==> config.mk <==
export PLATFORM = sky130hd
export DESIGN_NAME = alu6_core
export DESIGN_NICKNAME = d
export VERILOG_FILES = /design/src/rtl/alu6_pkg.sv /design/src/rtl/alu6_arith.sv /design/src/rtl/alu6_shift.sv /design/src/rtl/alu6_logic.sv /design/src/rtl/alu6_zero_detect.sv /design/src/rtl/alu6_core.sv
export SDC_FILE = /design/constraint.sdc
export NUM_CORES = 2
export LEC_CHECK = 0
export BUFFER_PORTS_ARGS = -buffer_cell sky130_fd_sc_hd__clkbuf_2
export CORE_MARGIN = 3
export CORE_UTILIZATION = 60
export DETAILED_ROUTE_END_ITERATION = 8
export PLACE_DENSITY = 0.79
export SYNTH_ARGS = -nofsm -noshare
export SYNTH_HDL_FRONTEND = slang
export SYNTH_SLANG_ARGS = --single-unit
==> constraint.sdc <==
create_clock -name vclk -period 11.4
set_clock_uncertainty 0.1 [all_clocks]
set_input_delay 1.14 -clock vclk [all_inputs]
set_output_delay 1.14 -clock vclk [all_outputs]
set_load 0.02 [all_outputs]
==> src/rtl/alu6_pkg.sv <==
package alu6_pkg;

  localparam int OPC_W = 6;

  typedef enum logic [OPC_W-1:0] {
    OPC_ADD  = 6'h01,
    OPC_SUB  = 6'h02,
    OPC_MUL  = 6'h03,
    OPC_SHR  = 6'h04,
    OPC_SHL  = 6'h05,
    OPC_AND  = 6'h06,
    OPC_OR   = 6'h07,
    OPC_NOR  = 6'h08,
    OPC_SLT  = 6'h09
  } alu_opc_e;

endpackage

==> src/rtl/alu6_arith.sv <==
module alu6_arith #(
  parameter int DATA_W = 32
) (
  input  logic [DATA_W-1:0] a_i,
  input  logic [DATA_W-1:0] b_i,
  input  logic              sub_i,
  output logic [DATA_W-1:0] sum_o,
  output logic [DATA_W-1:0] prod_o
);

  logic [DATA_W-1:0] b_inv;

  // one adder serves add, subtract and the signed compare
  assign b_inv  = b_i ^ {DATA_W{sub_i}};
  assign sum_o  = a_i + b_inv + {{(DATA_W-1){1'b0}}, sub_i};
  assign prod_o = a_i * b_i;

endmodule

==> src/rtl/alu6_shift.sv <==
module alu6_shift #(
  parameter int DATA_W = 32,
  localparam int SH_W  = $clog2(DATA_W)
) (
  input  logic [DATA_W-1:0] a_i,
  input  logic [SH_W-1:0]   amt_i,
  output logic [DATA_W-1:0] shr_o,
  output logic [DATA_W-1:0] shl_o
);

  logic [DATA_W-1:0] rstage [SH_W+1];
  logic [DATA_W-1:0] lstage [SH_W+1];

  assign rstage[0] = a_i;
  assign lstage[0] = a_i;

  // logarithmic barrel: stage s moves by 2**s when amt_i[s] is set
  for (genvar s = 0; s < SH_W; s++) begin : g_stage
    assign rstage[s+1] = amt_i[s] ? (rstage[s] >> (2**s)) : rstage[s];
    assign lstage[s+1] = amt_i[s] ? (lstage[s] << (2**s)) : lstage[s];
  end

  assign shr_o = rstage[SH_W];
  assign shl_o = lstage[SH_W];

endmodule

==> src/rtl/alu6_logic.sv <==
module alu6_logic #(
  parameter int DATA_W = 32
) (
  input  logic [DATA_W-1:0] a_i,
  input  logic [DATA_W-1:0] b_i,
  input  logic              diff_msb_i,
  output logic [DATA_W-1:0] and_o,
  output logic [DATA_W-1:0] or_o,
  output logic [DATA_W-1:0] nor_o,
  output logic [DATA_W-1:0] slt_o
);

  logic sign_differs;
  logic less;

  assign and_o = a_i & b_i;
  assign or_o  = a_i | b_i;
  assign nor_o = ~(a_i | b_i);

  // signs differ: the negative operand is smaller; otherwise the
  // difference cannot overflow and its sign decides
  assign sign_differs = a_i[DATA_W-1] ^ b_i[DATA_W-1];
  assign less         = sign_differs ? a_i[DATA_W-1] : diff_msb_i;
  assign slt_o        = {{(DATA_W-1){1'b0}}, less};

endmodule

==> src/rtl/alu6_zero_detect.sv <==
module alu6_zero_detect #(
  parameter int DATA_W = 32
) (
  input  logic [DATA_W-1:0] val_i,
  output logic              zero_o
);

  assign zero_o = ~|val_i;

endmodule

==> src/rtl/alu6_core.sv <==
module alu6_core #(
  parameter int DATA_W = 32,
  localparam int OPC_W = alu6_pkg::OPC_W,
  localparam int SH_W  = $clog2(DATA_W)
) (
  input  logic [OPC_W-1:0]  op_i,
  input  logic [DATA_W-1:0] opa_i,
  input  logic [DATA_W-1:0] opb_i,
  output logic [DATA_W-1:0] result_o,
  output logic              zero_o
);
  import alu6_pkg::*;

  logic              use_sub;
  logic [DATA_W-1:0] sum;
  logic [DATA_W-1:0] prod;
  logic [DATA_W-1:0] shr;
  logic [DATA_W-1:0] shl;
  logic [DATA_W-1:0] and_v;
  logic [DATA_W-1:0] or_v;
  logic [DATA_W-1:0] nor_v;
  logic [DATA_W-1:0] slt_v;
  logic [DATA_W-1:0] res_sel;

  assign use_sub = (op_i == OPC_SUB) || (op_i == OPC_SLT);

  alu6_arith #(.DATA_W(DATA_W)) u_arith (
    .a_i    (opa_i),
    .b_i    (opb_i),
    .sub_i  (use_sub),
    .sum_o  (sum),
    .prod_o (prod)
  );

  alu6_shift #(.DATA_W(DATA_W)) u_shift (
    .a_i   (opa_i),
    .amt_i (opb_i[SH_W-1:0]),
    .shr_o (shr),
    .shl_o (shl)
  );

  alu6_logic #(.DATA_W(DATA_W)) u_logic (
    .a_i        (opa_i),
    .b_i        (opb_i),
    .diff_msb_i (sum[DATA_W-1]),
    .and_o      (and_v),
    .or_o       (or_v),
    .nor_o      (nor_v),
    .slt_o      (slt_v)
  );

  always_comb begin
    res_sel = '0;
    case (op_i)
      OPC_ADD,
      OPC_SUB: res_sel = sum;
      OPC_MUL: res_sel = prod;
      OPC_SHR: res_sel = shr;
      OPC_SHL: res_sel = shl;
      OPC_AND: res_sel = and_v;
      OPC_OR:  res_sel = or_v;
      OPC_NOR: res_sel = nor_v;
      OPC_SLT: res_sel = slt_v;
      default: res_sel = '0;
    endcase
  end

  assign result_o = res_sel;

  alu6_zero_detect #(.DATA_W(DATA_W)) u_zero (
    .val_i  (res_sel),
    .zero_o (zero_o)
  );

endmodule

==> impl_metrics.py <==
metrics = {
    "status": {
        "status": "finished, violations left",
        "violations": "design-rule violations, negative setup slack",
    },
    "logic_synthesis": {
        "synth-adder-area-share_pct": 43.1,
        "yosysWarnings": 0,
        "syn_area_sq_mm": 0.0237,
        "synthSimpleGateAreaFrac_pct": 21.2,
        "synth_compound_area_share_pct": 13.7,
        "synth_nets": 3536,
        "seq_area_frac_synth_pct": 0,
        "synth_top_family_by_area": "adder cells",
        "syn_inst": 2899,
        "muxShareOfSynthArea_pct": 7.28,
        "synth.avg_cell_area_sq_um": 8.19,
        "netlist-cell-type-count": 90,
        "synth-xor-area-share_pct": 4.43,
    },
    "die": {
        "core_area_sq_mm": 0.0388,
        "std_cell_rows": 72,
        "start_util_pct": 61.1,
        "die_w_um": 205,
        "die-area_sq_mm": 0.0420,
        "die_h_um": 205,
        "ioPinCount": 103,
    },
    "placed_design": {
        "dpl.cell_count": 3407,
        "routabilityCongestion": 1.14,
        "portBuffers": 103,
        "dp_hpwl_mm": 91.5,
        "placed_area_sq_mm": 0.0249,
    },
    "route": {
        "dr.pass1.iters": 9,
        "first_iter_violations": 3723,
        "wl_per_cell_um": 34.0,
        "drc": 9,
        "wl_mm": 116,
        "vias": 24800,
        "routed_via_density": 7.26,
        "drtAntennaViolNets": 0,
    },
    "critical_path": {
        "worstSetupPathType": "in -> out",
        "crit_path_max_incr_delay_ps": 1020,
        "crit_path_end_kind": "primary output",
        "path_max_fanout": 13,
        "cp_slowest_cell": "a21oi_1",
        "required_ps": 10160,
        "crit_buf_inv": 6,
        "path_common_cell": "fa_1",
        "startpoint_type": "input port",
        "cp_top_family": "adder cells",
        "crit_arrival_ps": 10210,
    },
    "final_layout": {
        "final_area_sq_mm": 0.0250,
        "seq_area_sq_um": 0,
        "fin_util_pct": 64.5,
        "final_cells": 3423,
        "n_fill_cell": 3057,
        "seq_cells": 0,
        "num-nets-final": 3528,
        "drive_gt1_share_pct": 11.2,
        "syn_to_final_growth_pct": 5.41,
        "nClkBuffers": 0,
    },
    "timing": {
        "worst_pin_slew_ps": 1340,
        "holdWs_ps": 2930,
        "period_needed_ps": 11450,
        "slew_viol_final": 0,
        "setup_slack_ps": -46.3,
        "fin_crit_sh_pct": 100,
        "slew_headroom_pct": 10.6,
        "setup_violations": 1,
        "fmaxAchievable_ghz": 0.0874,
        "finalHoldViolCount": 0,
    },
    "global_route": {
        "grt-ovfl-total": 0,
        "track_usage_pct": 55.1,
        "grt_pass1_wl_mm": 167,
        "grt_pass1_vias": 25200,
        "antenna_found_initial": 17,
        "grt_max_degree": 62,
    },
    "clocking": {
        "cts_hold_repair.buffers": 0,
    },
    "min_path": {
        "hold_class": "in -> out",
    },
    "job": {
        "maxCapViolations": 0,
    },
}
==> synthesized netlist by cell type, types with 10 or more instances <==
cell type    n  area share [%]
xor2_1      20            0.74
a31oi_1     15            0.40
a221oi_1    15            0.55
a21o_1      21            0.66
nor4_1      17            0.45
nand4_1     26            0.69
nand3_1     32            0.67
nor3_1      47            0.99
nor2_1     118             1.9
o21ai_0     78             1.6
mux2i_1     55             2.3
nor2b_1     17            0.45
nand2_1    321             5.1
fa_1       409              34
o32ai_1     12            0.44
a211oi_1    24            0.76
o22ai_1     16            0.42
a21oi_1     97             2.0
ha_1       158             8.3
clkbuf_1   185             2.9
buf_2       24            0.51
mux4_2      32             3.0
and3_1      10            0.26
nand2b_1    21            0.55
buf_1       17            0.27
mux2_2      33             1.6
o221ai_1    11            0.41
o2111ai_1   10            0.37
o211ai_1    24            0.76
inv_1      396             6.3
a221o_1     11            0.46
and2_1     320             8.4
o21a_1      13            0.41
xnor2_1    100             3.7
o31ai_1     12            0.38
==> metal layers <==
metal	vias to the layer above	part of all wire, %	routed length [um]	track usage [%]
met3	872	15	17800	21.2
met2	2505	40	47000	78.5
met5	-	0.049	57	0
met1	11900	33	38600	66.3
met4	8	11	13100	44.0
li1	9540	-	-	-
==> kinds of logic (layout without fill, tap and decap cells) <==
kind of cell    Yosys count  count (layout)
simple gates            983             983
buf+inv                 629             619
fa+ha+maj               574             574
compound gates          466             466
mux                     127             127
xor+xnor                120             120
other cells               0              16
==> layout by cell type, fill, tap and decap left out, types with 17 or more instances in the layout <==
cell type and instances:
buf_4 114, mux2_2 33, nand3_1 32, nand4_1 26, nor2_1 115, clkbuf_2 96
nand2b_1 21, a211oi_1 24, o21ai_0 78, ha_1 156, xor2_1 20, nor3_1 47
fa_1 409, mux2i_1 55, o211ai_1 24, a21o_1 21, and2_1 320, mux4_2 32
inv_1 396, a21oi_1 97, nor2b_1 17, nand2_1 321, nor4_1 17, xnor2_1 100
==> cell type report <==
| type | count | area [sq um] | share of cell area, % |
|---|---|---|---|
| Antenna cell | 16 | 40.0 | 0.160 |
| Timing Repair Buffer | 222 | 1480 | 5.90 |
| Inverter | 397 | 1490 | 5.95 |
| Multi-Input combinational cell | 2270 | 21400 | 85.4 |
| Tap cell | 518 | 648 | 2.59 |
==> path summary, 6_finish.rpt <==
path  depth (start not counted)  slack, ps           to  startpoint
max                          25        -50       zero_o    opb_i[4]
min                           5       2930  result_o[0]   opb_i[31]
==> worst min-delay path: stages <==
cell and delay (ps):
clkbuf_2 130, inv_1 70, ha_1 150, o41ai_1 200, clkbuf_2 200
==> through the flow <==
stage          setup slack [ps]  setup TNS [ps]
2_1_floorplan              34.2               0
3_3_place_gp                379               0
3_5_place_dp                227               0
4_1_cts                     208               0
5_1_grt                   -20.2           -20.2
6_report                  -46.3           -46.3
==> timing repair <==
item | in CTS | in global routing
hold endpoints to repair | 0 | 0
endpoints found under the setup margin | 0 | 1
gates resized for setup | 0 | 14
setup buffers | 0 | 0
Power is not shown: default switching activity piles up to over one toggle a cycle in this logic, so the estimate is an artifact.
